**src/rtl/cfg_chain_pkg.sv**
```systemverilog
package cfg_chain_pkg;

  typedef enum logic [0:0] {
    PH_OWN  = 1'b0,
    PH_PASS = 1'b1
  } chain_phase_e;

  function automatic logic slave_sel(input logic [2:0] m);
    return m[1] & m[0];
  endfunction

endpackage

```
**src/rtl/cfg_rst_sync.sv**
```systemverilog
module cfg_rst_sync (
  input  logic clk,
  input  logic rst_n,
  output logic rst_sync_n
);
  logic [1:0] sync_q;

  always_ff @(posedge clk or negedge rst_n) begin
    if (!rst_n) sync_q <= 2'b00;
    else        sync_q <= {sync_q[0], 1'b1};
  end

  assign rst_sync_n = sync_q[1];
endmodule

```
**src/rtl/cfg_init_timer.sv**
```systemverilog
module cfg_init_timer #(
  parameter int unsigned HOLD = 16
) (
  input  logic clk,
  input  logic rst_n,
  input  logic prog_n,
  output logic ready
);
  localparam int unsigned HW = $clog2(HOLD + 1);

  logic [HW-1:0] hold_q, hold_d;
  logic          hold_en;

  always_comb begin
    hold_en = 1'b0;
    hold_d  = hold_q;
    if (!prog_n) begin
      hold_en = 1'b1;
      hold_d  = HW'(HOLD);
    end else if (hold_q != '0) begin
      hold_en = 1'b1;
      hold_d  = hold_q - 1'b1;
    end
  end

  always_ff @(posedge clk or negedge rst_n) begin
    if (!rst_n)       hold_q <= HW'(HOLD);
    else if (hold_en) hold_q <= hold_d;
  end

  assign ready = (hold_q == '0);
endmodule

```
**src/rtl/cfg_bit_counter.sv**
```systemverilog
module cfg_bit_counter import cfg_chain_pkg::*; #(
  parameter int unsigned BIT_LEN = 6519648,
  parameter int unsigned CNT_W   = 23
) (
  input  logic             clk,
  input  logic             rst_n,
  input  logic             prog_n,
  input  logic             accept_en,
  output logic             take,
  output logic [CNT_W-1:0] bit_cnt,
  output logic             done
);
  localparam logic [CNT_W-1:0] LAST = CNT_W'(BIT_LEN - 1);

  chain_phase_e     ph_q, ph_d;
  logic [CNT_W-1:0] cnt_q, cnt_d;
  logic             upd_en;

  assign take = accept_en && prog_n && (ph_q == PH_OWN);

  always_comb begin
    upd_en = 1'b0;
    ph_d   = ph_q;
    cnt_d  = cnt_q;
    if (!prog_n) begin
      upd_en = 1'b1;
      ph_d   = PH_OWN;
      cnt_d  = '0;
    end else if (take) begin
      upd_en = 1'b1;
      cnt_d  = cnt_q + 1'b1;
      if (cnt_q == LAST) ph_d = PH_PASS;
    end
  end

  always_ff @(posedge clk or negedge rst_n) begin
    if (!rst_n) begin
      ph_q  <= PH_OWN;
      cnt_q <= '0;
    end else if (upd_en) begin
      ph_q  <= ph_d;
      cnt_q <= cnt_d;
    end
  end

  assign bit_cnt = cnt_q;
  assign done    = (ph_q == PH_PASS);
endmodule

```
**src/rtl/cfg_word_pack.sv**
```systemverilog
module cfg_word_pack #(
  parameter int unsigned WORD_W = 32
) (
  input  logic              clk,
  input  logic              rst_n,
  input  logic              clr,
  input  logic              take,
  input  logic              din,
  output logic [WORD_W-1:0] word_out,
  output logic              word_vld
);
  localparam int unsigned PW = (WORD_W > 1) ? $clog2(WORD_W) : 1;
  localparam logic [PW-1:0] POS_LAST = PW'(WORD_W - 1);

  logic [WORD_W-1:0] sh_q, sh_d, wd_q, wd_d;
  logic [PW-1:0]     pos_q, pos_d;
  logic              vld_q, vld_d;
  logic              sh_en, wd_en;

  always_comb begin
    sh_en = 1'b0;
    wd_en = 1'b0;
    sh_d  = sh_q;
    pos_d = pos_q;
    wd_d  = wd_q;
    vld_d = 1'b0;
    if (clr) begin
      sh_en = 1'b1;
      pos_d = '0;
    end else if (take) begin
      sh_en = 1'b1;
      sh_d  = {sh_q[WORD_W-2:0], din};
      if (pos_q == POS_LAST) begin
        pos_d = '0;
        wd_en = 1'b1;
        wd_d  = sh_d;
        vld_d = 1'b1;
      end else begin
        pos_d = pos_q + 1'b1;
      end
    end
  end

  always_ff @(posedge clk or negedge rst_n) begin
    if (!rst_n) begin
      sh_q  <= '0;
      pos_q <= '0;
    end else if (sh_en) begin
      sh_q  <= sh_d;
      pos_q <= pos_d;
    end
  end

  always_ff @(posedge clk or negedge rst_n) begin
    if (!rst_n)     wd_q <= '0;
    else if (wd_en) wd_q <= wd_d;
  end

  always_ff @(posedge clk or negedge rst_n) begin
    if (!rst_n) vld_q <= 1'b0;
    else        vld_q <= vld_d;
  end

  assign word_out = wd_q;
  assign word_vld = vld_q;
endmodule

```
**src/rtl/serial_cfg_chain.sv**
```systemverilog
module serial_cfg_chain import cfg_chain_pkg::*; #(
  parameter int unsigned BIT_LEN   = 6519648,
  parameter int unsigned INIT_HOLD = 16,
  parameter int unsigned WORD_W    = 32
) (
  input  logic              cfg_clk,
  input  logic              rst_n,
  input  logic              prog_n,
  input  logic [2:0]        mode_sel,
  input  logic              din,
  output logic              dout,
  output logic              init_ready,
  output logic              cfg_done,
  output logic [WORD_W-1:0] word_out,
  output logic              word_vld
);
  localparam int unsigned CNT_W = $clog2(BIT_LEN + 1);

  logic             rst_i_n;
  logic             slave_en;
  logic             take;
  logic [CNT_W-1:0] bit_cnt;
  logic             dout_q, dout_d;

  assign slave_en = slave_sel(mode_sel);

  cfg_rst_sync u_rst (
    .clk        (cfg_clk),
    .rst_n      (rst_n),
    .rst_sync_n (rst_i_n)
  );

  cfg_init_timer #(.HOLD(INIT_HOLD)) u_timer (
    .clk    (cfg_clk),
    .rst_n  (rst_i_n),
    .prog_n (prog_n),
    .ready  (init_ready)
  );

  cfg_bit_counter #(.BIT_LEN(BIT_LEN), .CNT_W(CNT_W)) u_cnt (
    .clk       (cfg_clk),
    .rst_n     (rst_i_n),
    .prog_n    (prog_n),
    .accept_en (init_ready & slave_en),
    .take      (take),
    .bit_cnt   (bit_cnt),
    .done      (cfg_done)
  );

  cfg_word_pack #(.WORD_W(WORD_W)) u_pack (
    .clk      (cfg_clk),
    .rst_n    (rst_i_n),
    .clr      (~prog_n),
    .take     (take),
    .din      (din),
    .word_out (word_out),
    .word_vld (word_vld)
  );

  always_comb begin
    dout_d = 1'b1;
    if (cfg_done && slave_en && prog_n) dout_d = din;
  end

  always_ff @(posedge cfg_clk or negedge rst_i_n) begin
    if (!rst_i_n) dout_q <= 1'b1;
    else          dout_q <= dout_d;
  end

  assign dout = dout_q;
endmodule

```
**config.mk**
```make
export PLATFORM = sky130hd
export DESIGN_NAME = serial_cfg_chain
export DESIGN_NICKNAME = d
export VERILOG_FILES = /design/src/rtl/cfg_chain_pkg.sv /design/src/rtl/cfg_rst_sync.sv /design/src/rtl/cfg_init_timer.sv /design/src/rtl/cfg_bit_counter.sv /design/src/rtl/cfg_word_pack.sv /design/src/rtl/serial_cfg_chain.sv
export SDC_FILE = /design/constraint.sdc
export NUM_CORES = 1
export LEC_CHECK = 0
export BUFFER_PORTS_ARGS = -buffer_cell sky130_fd_sc_hd__buf_2
export CORE_MARGIN = 3
export CORE_UTILIZATION = 53
export DETAILED_ROUTE_END_ITERATION = 6
export PLACE_DENSITY = 0.81
export SYNTH_ARGS = -nofsm -noshare
export SYNTH_HDL_FRONTEND = slang
export SYNTH_HIERARCHICAL = 1
export SYNTH_SLANG_ARGS = --single-unit
export TNS_END_PERCENT = 10
```
**constraint.sdc**
```tcl
create_clock -name cfg_clk -period 3 [get_ports cfg_clk]
set_input_delay 0.45 -clock cfg_clk [delete_from_list [all_inputs] [get_ports cfg_clk]]
set_output_delay 0.45 -clock cfg_clk [all_outputs]
set_load 0.05 [all_outputs]
```
---- Word-level counts from Yosys, hierarchy flattened ----
Index checks and enable logic that the tools add are counted.
Widths: inputs -> output; s select.
storage, ports and cells
  flip-flop bits (word level) ............. 101
  bits in latches ......................... 0
  RAM bits ................................ 0
  bits in read-only memories .............. 0
  input port bits ......................... 7
  output and inout bits ................... 36
  logic and storage cells ................. 49
  memories ................................ 0
cells by class
  add/sub/neg operators ................... 3
  multiply operators ...................... 0
  divide/modulo/power cells ............... 0
  magnitude comparators ................... 0
  equal/unequal tests ..................... 5
  shift operators ......................... 0
  multiplexer cells ....................... 18
  bitwise operators ....................... 3
  reductions and logical operators ........ 11
operators with widths
  operator               number
  $mux 23                2
  $mux 5                 5
  $add 23x1->23 const B  1
  $eq 23x23->1 const B   1
  $mux 1                 11
  $ne 2x1->1 const B     3
  $reduce_and 3->1       2
  $add 5x1->5 const B    1
  $eq 5x5->1 const B     1
  $logic_not 5->1        1
  $reduce_bool 5->1      1
  $sub 5x1->5 const B    1
  $logic_and 1x1->1      4
  $reduce_and 2->1       2
  $reduce_and 4->1       1
  $and 1x1->1            2
  $not 1->1              1

---- Logic depth before layout (Yosys ltp) ----
  depth in word-level cells ............... 7
  gate-level depth with buffers ........... 12
  mapped depth without buffers ............ 9

---- Modules after synthesis ----
Netlist, hierarchy kept.
modules (own cells, without submodules)
  module            times used  cells each  area an instance (um^2)
  cfg_word_pack     1           162         2,768.9
  cfg_bit_counter   1           124         1,233.7
  cfg_init_timer    1           26          279.0
  cfg_rst_sync      1           3           53.8
  serial_cfg_chain  1           5           50.0

---- Worst setup path before layout ----
No wires, ideal clock.
  kind .................................... register to register
  start point ............................. register u_timer.hold_q[0]
  end point ............................... register u_pack.sh_q[0]
  data arrival time ....................... 3,015 ps
  slack ................................... -140 ps
  cell stages (with the launch flop) ...... 12
  clock period less this slack ............ 3,140 ps
  cell sequence ........................... dfrtp_1 -> inv_1 -> ha_1 -> nor4b_4 -> and3_2 -> nor2b_1 -> and2_1 -> buf_4 -> nor2b_4 -> buf_6 -> buf_2 -> mux2_2
on the way
  word-level cells in the longest chain between the ends .. 7
ends and longest elaborated chain
  element                            RTL line                text
  start, declared                    cfg_init_timer.sv:11    logic [HW-1:0] hold_q, hold_d;
  start signal, assigned             cfg_init_timer.sv:27    if (!rst_n) hold_q <= HW'(HOLD);
  start signal, assigned             cfg_init_timer.sv:28    else if (hold_en) hold_q <= hold_d;
  $logic_not 5->1 *                  cfg_init_timer.sv:31    assign ready = (hold_q == '0);
  named net init_ready               serial_cfg_chain.sv:12  output logic init_ready,
  $and 1x1->1 *                      serial_cfg_chain.sv:44  .accept_en (init_ready & slave_en),
  $logic_and 1x1->1 * (2 in series)  cfg_bit_counter.sv:19   assign take = accept_en && prog_n && (ph_q == PH_OWN);
  named net take                     serial_cfg_chain.sv:21  logic take;
  $mux 1                             cfg_word_pack.sv:30     end else if (take) begin
  $mux 1                             cfg_word_pack.sv:27     if (clr) begin
  $reduce_and 3->1 (no line) *       --
  end signal, assigned               cfg_word_pack.sv:46     sh_q <= '0;
  end signal, assigned               cfg_word_pack.sv:49     sh_q <= sh_d;
  end, declared                      cfg_word_pack.sv:15     logic [WORD_W-1:0] sh_q, sh_d, wd_q, wd_d;
The timed path passes the listed nets; every way through them passes the cells marked *.
A chain may end at the register's enable or synchronous reset.

---- Final worst setup path ----
  start point ............................. register u_timer.hold_q[0]
  end point ............................... register u_pack.sh_q[8]
on the way
  word-level cells in the longest chain between the ends .. 7
ends and longest elaborated chain
  element                            RTL line
  $logic_not 5->1 *                  cfg_init_timer.sv:31
  $and 1x1->1 *                      serial_cfg_chain.sv:44
  $logic_and 1x1->1 * (2 in series)  cfg_bit_counter.sv:19
  named net take                     serial_cfg_chain.sv:21
  $mux 1                             cfg_word_pack.sv:30
  $mux 1                             cfg_word_pack.sv:27
  $reduce_and 3->1 (no line) *       --
Marks and branches as above.

==> results.yml <==
placement:
  place_congestion: 0.827
  dp_slack_ns: 0.367
  place_area_um2: 4710
  port_buffers: 41
  hpwl_mm: 5.23
  dp.cells: 457
sta:
  skew_ns: 0.0148
  fmax_mhz: 381
  finalMaxSlewViolations: 0
  tightest_slew_ns: 0.803
  relSlewSlack: 0.465
  min_period_ns: 2.62
  rsz0062_at_grt: "false"
  finalHoldViolCount: 0
  fin_tns_setup_ns: 0
  hold_ws_ns: 0.355
  worst_slack_ns: 0.377
  period_share: 0.874
  finalSetupViolations: 0
power:
  power_density_nw_per_um2: 515
  vdd_ir_drop_max_v: 0.000332
  p_clk_frac: 0.359
  p_leak_nw: 2.55
  switchingPower_w: 0.000648
  p_int_w: 0.00189
  swShare: 0.255
  p_comb_frac: 0.067
  seqPwrFrac: 0.574
logic_synthesis:
  async_flop_share: 1.00
  synth_edf_count: 0
  ys.flop_type: "dfrtp_1"
  synth_most_common_cell: "dfrtp_1"
  synthDominantCellAreaShare: 0.565
  synth_top_cell_by_area: "dfrtp_1"
  ys_warn_count: 6
  syn_nets: 331
  synth.avg_cell_area_um2: 13.7
  synth_area_leaders: "dfrtp_1 56%, mux2_4 9.9%, mux2_2 8.7%, mux2i_1 2.7%, nand2_1 1.6%"
  synth_common_cells: "99 x dfrtp_1, 34 x mux2_2, 29 x mux2_4"
  netlist_area_um2: 4390
  ys_ff_latch: 101
  syn_inst: 320
  synth_cell_types: 47
  yosysSeqAreaShare: 0.577
setup_path:
  critPathKind: "reg2reg"
  required_ns: 3.25
  cp-start-kind: "register"
  crit_arrival_ns: 2.87
  critical_path.endpoint_type: "register"
  slowest_delay_ns: 0.43
  slowest_stage: "dfrtp_1"
  path_max_fanout: 20
  cp_cell_sequence: "inv_1 > ha_2 > nor4b_4 > and3_4 > nor2b_4 > and2_4 > nor2b_4 > buf_4 > mux2_2"
  crit_path_frequent_cell: "nor2b_4"
clock_network:
  root_buffer: "clkbuf_8"
  cts_buffer_depth: 2
  worstSkewPairLatency_ns: 0.36
  clkTransAtPathRegs_ns: 0.10
  htree_num_levels: 3
  cts.sinks: 101
  numCtsBuffers: 9
  tritoncts: "built"
floorplan:
  die_x_um: 97.0
  core-area_um2: 7890
  ios: 43
  dieArea_um2: 9400
  rows: 32
  start_util: 0.556
  die_h_um: 97.0
detailed_routing:
  dr.pass1.iters: 4
  drt-initial-drc-count: 94
  wirelength_mm: 7.68
  drt_drc_violations_left: 0
  vias_per_cell: 5.61
  wire_per_inst_um: 16.2
  ant_nets: 0
  num_vias: 2661
layout:
  finalNetCount: 378
  antenna_cells: 0
  stdcell_count: 474
  final_cell_area_um2: 4930
  fillers: 605
  syn_to_final_growth_pct: 12.5
  drive_above_1_share: 0.376
grt:
  grt_pass1_vias: 2794
  grt_antenna_before_repair: 0
  track_usage: 0.174
  grt_start_max_net_pins: 65
  grt_pass1_wl_mm: 13.5
  grt-ovfl-total: 0
job:
  maxCapViolations: 0
outcome:
  outcome: "completed"
hold_path:
  min_path_type: "in2reg"
logic make-up after synthesis:
logic type | synth area share
AO/OA/AOI/OAI | 0.0368
XOR/XNOR | 0.0180
adder cells (fa/ha/maj) | 0.0114
buffers and inverters | 0.0288
flip-flops | 0.577
multiplexers | 0.214
other | 0.000855
AND/OR/NAND/NOR | 0.113
power groups by stage:
stage / sequential, W / combinational (W) / clock [W]
global placement: 0.00148 / 0.000160 / 0
finish: 0.00146 / 0.000169 / 0.000912
CTS: 0.00146 / 0.000173 / 0.000936
floorplan: 0.00148 / 0.000132 / 0
detailed placement: 0.00149 / 0.000171 / 0
global route: 0.00147 / 0.000192 / 0.000993
sequential cells by signal, indices dropped and copies added, names as in the netlist:
| register | flops |
|---|---|
| u_pack/sh_q | 31 |
| dout | 1 |
| u_timer/hold_q | 5 |
| u_pack/word_vld | 1 |
| u_pack/word_out | 32 |
| u_cnt/done | 1 |
| u_cnt/bit_cnt | 23 |
| u_pack/pos_q | 5 |
| u_rst/sync_q | 2 |
repair_timing:
action | 4_1_cts | 5_1_grt
hold endpoints to repair | 2 | 0
resized for setup | 0 | 0
buffers inserted | 0 | 0
hold buffers | 1 | 0
per-stage QoR:
stage | total power, W | utilization
after floorplan | 0.00161 | -
after global placement | 0.00164 | 0.597
after detailed placement | 0.00166 | 0.597
after CTS | 0.00257 | 0.626
after global routing | 0.00266 | 0.626
final | 0.00254 | 0.626
path summary, 6_finish.rpt:
check / cells after the start / slack (ns) / start / endpoint
hold reg to reg: 0 / 0.36 / u_rst/sync_q[0] / u_rst/sync_q[1]
hold / removal: 2 / 0.35 / din / dout
max in group asynchronous: 1 / 1.80 / u_rst/sync_q[1] / u_pack/word_out[12]
setup / recovery: 9 / 0.38 / u_timer/hold_q[0] / u_pack/sh_q[8]
min in group asynchronous: 2 / 0.40 / rst_n / u_rst/sync_q[1]
setup reg to reg: 9 / 0.38 / u_timer/hold_q[0] / u_pack/sh_q[8]
cell type report:
class / count / area (µm²) / share of cell area
Inverter: 9 / 33.8 / 0.00685
Multi-Input combinational cell: 197 / 1750 / 0.355
Clock buffer: 9 / 124 / 0.0251
Sequential cell: 101 / 2530 / 0.513
Timing Repair Buffer: 49 / 268 / 0.0543
Clock inverter: 7 / 93.8 / 0.0190
Tap cell: 102 / 128 / 0.0259
cells in the final DEF, fill, tap and decap left out, types with 4 or more instances in the layout:
cell type / Yosys / layout
nor2_1: 15 / 15
o31ai_1: 5 / 5
nand2_1: 19 / 19
xor2_1: 7 / 7
o21ai_0: 4 / 4
dfrtp_1: 99 / 98
and3_1: 4 / 4
clkbuf_8: 0 / 9
inv_1: 9 / 9
mux2_4: 29 / 29
buf_4: 2 / 7
a21oi_1: 5 / 5
nand3_1: 8 / 8
nand4_1: 7 / 7
mux2_2: 34 / 34
buf_2: 4 / 41
mux2i_1: 12 / 12
critical path: cells and delay by family (launching register included):
| kind | cells | cell delay [ns] |
|---|---|---|
| buffers and inverters | 2 | 0.38 |
| muxes | 1 | 0.38 |
| and+or+nand+nor | 5 | 1.13 |
| adders and majority gates | 1 | 0.21 |
| DFF | 1 | 0.43 |
layer usage:
metal  global-route usage  vias up  wire length, µm
met2                0.299       76             3910
li1                     -     1236                -
met5                    0        -                0
met4               0.0551        0               95
met3               0.0303        7              284
met1                0.226     1342             3400
(Power assumes the default switching activity.)
